File: src/rtl/hbx_pkg.sv
package hbx_pkg;
    localparam int NSLOT    = 4;
    localparam int BYTE_W   = 8;
    localparam int CTL_W    = 2;
    localparam int OFF_W    = 6;
    localparam int FIELD_W  = CTL_W + OFF_W;
    localparam int CFG_W    = NSLOT * FIELD_W;
    localparam int PRE_LEN  = 8;

    typedef enum logic [CTL_W-1:0] {
        SM_OFF  = 2'b00,
        SM_ADDR = 2'b01,
        SM_L2   = 2'b10,
        SM_L3   = 2'b11
    } slot_mode_e;

    typedef enum logic [1:0] {
        ST_IDLE  = 2'b00,
        ST_FRAME = 2'b01,
        ST_EMIT  = 2'b10
    } ext_state_e;
endpackage

File: src/rtl/hbx_cfg.sv
module hbx_cfg
    import hbx_pkg::*;
(
    input  logic             clk,
    input  logic             rst_n,
    input  logic             we,
    input  logic [CFG_W-1:0] wdata,
    input  logic             load,
    input  logic             fifo_in,
    output logic [CFG_W-1:0] rdata,
    output logic [CFG_W-1:0] cur_cfg,
    output logic             cur_fifo,
    output logic [NSLOT-1:0] err
);
    logic [CFG_W-1:0] reg_q;
    logic [CFG_W-1:0] act_q;
    logic             act_fifo_q;

    always_ff @(posedge clk or negedge rst_n) begin
        if (!rst_n) begin
            reg_q <= '0;
        end else if (we) begin
            reg_q <= wdata;
        end
    end

    always_ff @(posedge clk or negedge rst_n) begin
        if (!rst_n) begin
            act_q      <= '0;
            act_fifo_q <= 1'b0;
        end else if (load) begin
            act_q      <= reg_q;
            act_fifo_q <= fifo_in;
        end
    end

    assign rdata    = reg_q;
    assign cur_cfg  = load ? reg_q : act_q;
    assign cur_fifo = load ? fifo_in : act_fifo_q;

    for (genvar k = 0; k < NSLOT; k++) begin : g_err
        localparam int TOP = CFG_W - 1 - k * FIELD_W;
        assign err[k] = fifo_in
                     && (reg_q[TOP -: CTL_W] == SM_ADDR)
                     && (reg_q[TOP-CTL_W -: OFF_W] < OFF_W'(PRE_LEN));
    end

    AST_CFG_HELD: assert property (@(posedge clk) disable iff (!rst_n)
        !load |=> $stable(act_q));
endmodule

File: src/rtl/hbx_hdr_track.sv
module hbx_hdr_track #(
    parameter int IDX_W = 14
) (
    input  logic             clk,
    input  logic             rst_n,
    input  logic             take,
    input  logic             sof,
    input  logic             strobe,
    input  logic [IDX_W-1:0] pos,
    output logic             seen_now,
    output logic [IDX_W-1:0] base_now
);
    logic             seen_q;
    logic [IDX_W-1:0] base_q;
    logic             prior;

    always_comb begin
        prior    = seen_q && !sof;
        seen_now = prior || (take && strobe);
        base_now = prior ? base_q : pos;
    end

    always_ff @(posedge clk or negedge rst_n) begin
        if (!rst_n) begin
            seen_q <= 1'b0;
            base_q <= '0;
        end else if (take) begin
            seen_q <= seen_now;
            base_q <= base_now;
        end
    end
endmodule

File: src/rtl/hbx_slot.sv
module hbx_slot
    import hbx_pkg::*;
#(
    parameter int IDX_W = 14
) (
    input  logic              clk,
    input  logic              rst_n,
    input  logic              take,
    input  logic              sof,
    input  logic [BYTE_W-1:0] data,
    input  slot_mode_e        mode,
    input  logic [OFF_W-1:0]  off,
    input  logic              fifo,
    input  logic [IDX_W-1:0]  pos,
    input  logic              l2_seen,
    input  logic [IDX_W-1:0]  l2_base,
    input  logic              l3_seen,
    input  logic [IDX_W-1:0]  l3_base,
    output logic [BYTE_W-1:0] byte_q
);
    localparam int TW = IDX_W + 1;
    localparam logic [TW-1:0] BIAS = TW'(PRE_LEN);

    logic [TW-1:0] off_x;
    logic [TW-1:0] tgt;
    logic          ok;
    logic          live;
    logic          hit;
    logic          live_q;

    assign off_x = TW'(off);

    always_comb begin
        tgt  = '0;
        ok   = 1'b0;
        live = 1'b1;
        unique case (mode)
            SM_OFF: begin
                live = 1'b0;
            end
            SM_ADDR: begin
                if (fifo) begin
                    live = (off_x >= BIAS);
                    ok   = live;
                    tgt  = off_x - BIAS;
                end else begin
                    ok  = 1'b1;
                    tgt = off_x;
                end
            end
            SM_L2: begin
                ok  = l2_seen;
                tgt = {1'b0, l2_base} + off_x;
            end
            SM_L3: begin
                ok  = l3_seen;
                tgt = {1'b0, l3_base} + off_x;
            end
        endcase
        hit = take && ok && ({1'b0, pos} == tgt);
    end

    always_ff @(posedge clk or negedge rst_n) begin
        if (!rst_n) begin
            byte_q <= '0;
            live_q <= 1'b0;
        end else if (take && sof) begin
            byte_q <= hit ? data : '0;
            live_q <= live;
        end else if (hit) begin
            byte_q <= data;
        end
    end

    AST_SLOT_OFF_ZERO: assert property (@(posedge clk) disable iff (!rst_n)
        !live_q |-> (byte_q == '0));
endmodule

File: src/rtl/hdr_byte_extractor.sv
module hdr_byte_extractor
    import hbx_pkg::*;
#(
    parameter int IDX_W = 14
) (
    input  logic                    clk,
    input  logic                    rst_n,
    input  logic                    cfg_we,
    input  logic [31:0]             cfg_wdata,
    output logic [31:0]             cfg_rdata,
    input  logic                    fifo_mode,
    input  logic                    in_valid,
    input  logic                    in_sof,
    input  logic                    in_eof,
    input  logic [7:0]              in_data,
    input  logic                    l2_end,
    input  logic                    l3_end,
    output logic                    prop_valid,
    output logic [31:0]             prop_word,
    output logic [3:0]              cfg_err
);
    localparam logic [IDX_W-1:0] POS_MAX = '1;

    ext_state_e       state_q, state_d;
    logic             take;
    logic             start;
    logic [IDX_W-1:0] cnt_q;
    logic [IDX_W-1:0] pos;
    logic [CFG_W-1:0] cur_cfg;
    logic             cur_fifo;
    logic             l2_seen, l3_seen;
    logic [IDX_W-1:0] l2_base, l3_base;
    logic [BYTE_W-1:0] slot_byte [NSLOT];

    assign start = in_valid && in_sof;
    assign take  = in_valid && (in_sof || state_q == ST_FRAME);
    assign pos   = in_sof ? '0 : cnt_q;

    always_ff @(posedge clk or negedge rst_n) begin
        if (!rst_n) begin
            cnt_q <= '0;
        end else if (take) begin
            cnt_q <= (pos == POS_MAX) ? POS_MAX : pos + 1'b1;
        end
    end

    always_comb begin
        state_d = state_q;
        unique case (state_q)
            ST_IDLE:  if (start) state_d = in_eof ? ST_EMIT : ST_FRAME;
            ST_FRAME: if (take && in_eof) state_d = ST_EMIT;
            ST_EMIT:  begin
                if (start) state_d = in_eof ? ST_EMIT : ST_FRAME;
                else       state_d = ST_IDLE;
            end
            default:  state_d = ST_IDLE;
        endcase
    end

    always_ff @(posedge clk or negedge rst_n) begin
        if (!rst_n) state_q <= ST_IDLE;
        else        state_q <= state_d;
    end

    hbx_cfg u_cfg (
        .clk      (clk),
        .rst_n    (rst_n),
        .we       (cfg_we),
        .wdata    (cfg_wdata),
        .load     (start),
        .fifo_in  (fifo_mode),
        .rdata    (cfg_rdata),
        .cur_cfg  (cur_cfg),
        .cur_fifo (cur_fifo),
        .err      (cfg_err)
    );

    hbx_hdr_track #(.IDX_W(IDX_W)) u_l2 (
        .clk (clk), .rst_n (rst_n), .take (take), .sof (in_sof),
        .strobe (l2_end), .pos (pos),
        .seen_now (l2_seen), .base_now (l2_base)
    );

    hbx_hdr_track #(.IDX_W(IDX_W)) u_l3 (
        .clk (clk), .rst_n (rst_n), .take (take), .sof (in_sof),
        .strobe (l3_end), .pos (pos),
        .seen_now (l3_seen), .base_now (l3_base)
    );

    for (genvar k = 0; k < NSLOT; k++) begin : g_slot
        localparam int TOP = CFG_W - 1 - k * FIELD_W;
        hbx_slot #(.IDX_W(IDX_W)) u_slot (
            .clk     (clk),
            .rst_n   (rst_n),
            .take    (take),
            .sof     (in_sof),
            .data    (in_data),
            .mode    (slot_mode_e'(cur_cfg[TOP -: CTL_W])),
            .off     (cur_cfg[TOP-CTL_W -: OFF_W]),
            .fifo    (cur_fifo),
            .pos     (pos),
            .l2_seen (l2_seen),
            .l2_base (l2_base),
            .l3_seen (l3_seen),
            .l3_base (l3_base),
            .byte_q  (slot_byte[k])
        );
        assign prop_word[TOP -: BYTE_W] = slot_byte[k];
    end

    always_comb begin
        prop_valid = (state_q == ST_EMIT);
    end

    AST_EOF_EMIT: assert property (@(posedge clk) disable iff (!rst_n)
        (take && in_eof) |=> prop_valid);
    AST_EMIT_PULSE: assert property (@(posedge clk) disable iff (!rst_n)
        (prop_valid && !(start && in_eof)) |=> !prop_valid);
endmodule

File: config.mk
export PLATFORM = sky130hd
export DESIGN_NAME = hdr_byte_extractor
export DESIGN_NICKNAME = d
export VERILOG_FILES = /design/src/rtl/hbx_pkg.sv /design/src/rtl/hbx_cfg.sv /design/src/rtl/hbx_hdr_track.sv /design/src/rtl/hbx_slot.sv /design/src/rtl/hdr_byte_extractor.sv
export SDC_FILE = /design/constraint.sdc
export NUM_CORES = 1
export LEC_CHECK = 0
export ABC_AREA = 0
export CAP_MARGIN = 20
export CORE_MARGIN = 2
export CORE_UTILIZATION = 45
export DETAILED_ROUTE_END_ITERATION = 8
export PLACE_DENSITY = 0.7
export SLEW_MARGIN = 20
export SYNTH_ARGS = -nofsm -noshare
export SYNTH_HDL_FRONTEND = slang
export SYNTH_SLANG_ARGS = --single-unit
File: constraint.sdc
create_clock -name clk -period 4.6 [get_ports clk]
set_clock_uncertainty 0.1 [all_clocks]
set_input_delay 0.46 -clock clk [delete_from_list [all_inputs] [get_ports clk]]
set_output_delay 0.46 -clock clk [all_outputs]
set_load 0.02 [all_outputs]
==> impl_metrics.json <==
{
  "routed_via_density": 5.922,
  "drive_above_1_share_pct": 19.40,
  "worst_hold_path_type": "input pin to asynchronous set/reset pin",
  "nets": 1681,
  "fin_crit_ns": 4.441,
  "synth_edf_count": 0,
  "wl_mm": 39.51,
  "cts_hold_buf": 0,
  "ys_warn_count": 0,
  "wl_per_cell_um": 20.39,
  "startpoint": "u_l2.seen_q$_DFFE_PN0P_",
  "fin_ws_ns": 0.1590,
  "initial_utilization_pct": 45.45,
  "layout.cells.non_filler": 1938,
  "power_density_nw_per_um2": 354.9,
  "required_ns": 4.85,
  "synthToLayoutAreaGrowth_pct": 29.50,
  "portBuffers": 117,
  "root_buffer": "clkbuf_16",
  "synth_commonest_cells": "nand2_1, dfrtp_1, mux2i_1, nor2_1, o21ai_0",
  "synth_top_area_share_pct": 31.54,
  "synth.distinct_cells": 91,
  "yosys-top-cells-area": "dfrtp_1, mux2i_1, nand2_1",
  "grt_max_degree": 86,
  "clock_sinks": 143,
  "postSynthCellCount": 1345,
  "cts_setup_buffers": 0,
  "drt_iter0_drc": 1247,
  "grtUsageTotal_pct": 30.15,
  "syn_area_per_cell_um2": 8.436,
  "fmax_ghz": 0.2252,
  "dpl_worst_slack_ns": -0.4646,
  "critical_path_class": "register to register",
  "r2r_cells": 17,
  "start_kind": "register",
  "violations": "hold timing",
  "antennaDiodeCount": 0,
  "finalHoldViolCount": 21,
  "hpwlAfterDp_mm": 30.75,
  "cap_violations": 0,
  "die_h_um": 162.8,
  "endpoint_kind": "register",
  "postRouteAntennaNets": 0,
  "grt_pass1_vias": 11122,
  "worstMarginPinSlew_ns": 0.9013,
  "drcViolationCount": 0,
  "syn_nets": 1431,
  "die_w_um": 162.8,
  "place_congestion": 0.9868,
  "grt_pass1_wl_mm": 61.90,
  "numCtsBuffers": 17,
  "clock_latency_ns": 0.44,
  "slew_viol_final": 0,
  "setup-violations-final": 0,
  "drt_first_pass_iters": 6,
  "leakage_nw": 6.565,
  "ir_drop_mv": 0.2464,
  "fin_crit_sh_pct": 96.54,
  "htree_num_levels": 4,
  "syn_area_um2": 11350,
  "overflow": 0,
  "rows": 58,
  "ios": 118,
  "grt_antenna_before_repair": 0,
  "clk_path_buf_depth": 2,
  "cp_data_arrival_time_ns": 4.69,
  "timing.rr.start": "u_l2.seen_q$_DFFE_PN0P_",
  "clkTransAtPathRegs_ns": 0.07,
  "dieArea_um2": 26500,
  "status": "finished with violations",
  "synth_top_flop_cell": "dfrtp_1",
  "vias": 11476,
  "yosysTopAreaCell": "dfrtp_1",
  "cts_tree": "built",
  "cp_max_fo": 8,
  "synth-async-reset-ratio_pct": 100.0,
  "fin_hold_ws_ns": -0.01999,
  "slew_headroom_pct": 39.91,
  "seq_area_frac_synth_pct": 31.54,
  "yosys.cell_count.top_type": "nand2_1",
  "rsz0062_at_grt": "true",
  "ys_ff_latch": 143,
  "dp_cells": 1906,
  "coreArea_um2": 24960
}
## final timing paths
check                                                               to  slack (ns)
worst min-delay path                        u_cfg.rdata[0]$_DFFE_PN0P_       -0.02
worst max-delay path            g_slot[0].u_slot.byte_q[3]$_DFFE_PN0P_        0.16
worst min register to register             u_l3.base_q[13]$_DFFE_PN0P_        0.38
min in group clk                           u_l3.base_q[13]$_DFFE_PN0P_        0.38
max in group asynchronous                  u_l2.base_q[12]$_DFFE_PN0P_        3.47
worst max register to register  g_slot[0].u_slot.byte_q[3]$_DFFE_PN0P_        0.16
## cell usage in the layout (no fill, tap or decap), types with 9 or more instances in the layout
cell type        count
dfrtp_1            141
a211oi_1            21
inv_1               41
nor4_1              12
nor2_1              91
xnor2_1             46
mux2i_1            104
nor3_1              43
and3_1               9
mux2_2              42
a31oi_1             10
o22ai_1             11
nor2b_1             16
clkdlybuf4s50_1    114
a22oi_1             12
buf_4              190
nand3_1             32
nand4_1             16
nand3b_1            11
nand2_1            222
a21oi_1             59
nand2b_1            12
ha_1                33
o21ai_0             72
clkbuf_16           17
xor2_1              31
## per-layer routing
| metal | GRT usage, % | vias to the layer above | routed length, µm |
|---|---|---|---|
| met4 | 12.39 | 0 | 1491 |
| met1 | 41.18 | 5570 | 17320 |
| met3 | 3.692 | 91 | 2683 |
| met2 | 48.54 | 501 | 18020 |
| li1 | - | 5314 | - |
| met5 | 0 | - | 0 |
## what timing repair did
| item | 4_1_cts | 5_1_grt |
|---|---|---|
| pin swaps | 1 | 4 |
| hold endpoints to repair | 0 | 0 |
| gates resized for setup | 2 | 17 |
| endpoints found under the setup margin | 8 | 32 |
## layout make-up
type	instances	area, µm²
fillers	2239	10270
multi-input cells	1078	7254
flip-flops and latches	143	3581
repair buffers	311	2659
clock buffers	18	429.2
well taps	330	412.9
clock inverters	14	191.4
inverters	44	165.2
## power breakdown
part           leakage (nW)  internal [mW]  switching [mW]
logic                  4.44          0.972            1.16
registers              1.82           1.39           0.174
clock network         0.304          0.877           0.634
## sequential cells by signal (all words and copies together), names as in the netlist
name	cells
u_cfg.act_fifo_q	1
u_cfg.rdata	32
u_l3.seen_q	1
cnt_q	14
state_q	2
g_slot.u_slot.byte_q	32
u_l3.base_q	14
u_cfg.act_q	32
u_l2.seen_q	1
u_l2.base_q	14
## cells by family after synthesis
logic type	synth area share, %
fa+ha+maj	4.345
compound gates	17.48
mux	13.67
buf+inv	5.117
simple gates	21.90
xor+xnor	5.944
flops	31.54
## stage by stage
step	setup TNS [ns]	hold slack (ns)	cell area [µm²]	util (%)	power, mW
floorplan	-0.3056	0.06441	11400	-	2.770
global placement	-6.218	0.3580	14020	56.18	3.630
detailed placement	-9.902	0.3626	14020	56.18	3.657
CTS	0	0.01073	14660	58.71	5.173
global route	-0.1923	0.05422	14690	58.86	5.461
finish	0	-0.01999	14690	58.86	5.214
## critical path, stage by stage (launching register included)
cell,delay (ns)
dfrtp_2,0.41
mux2_2,0.36
nand2_2,0.14
buf_4,0.13
o21ai_0,0.07
ha_1,0.22
fa_2,0.38
a21o_1,0.19
a211oi_1,0.24
o32ai_1,0.14
xnor2_1,0.19
nand2_1,0.07
or4b_4,0.50
a2111oi_2,0.30
nand4_1,0.19
nor4_4,0.35
buf_12,0.18
mux2i_1,0.19
Power figures use the tool's default switching activity.
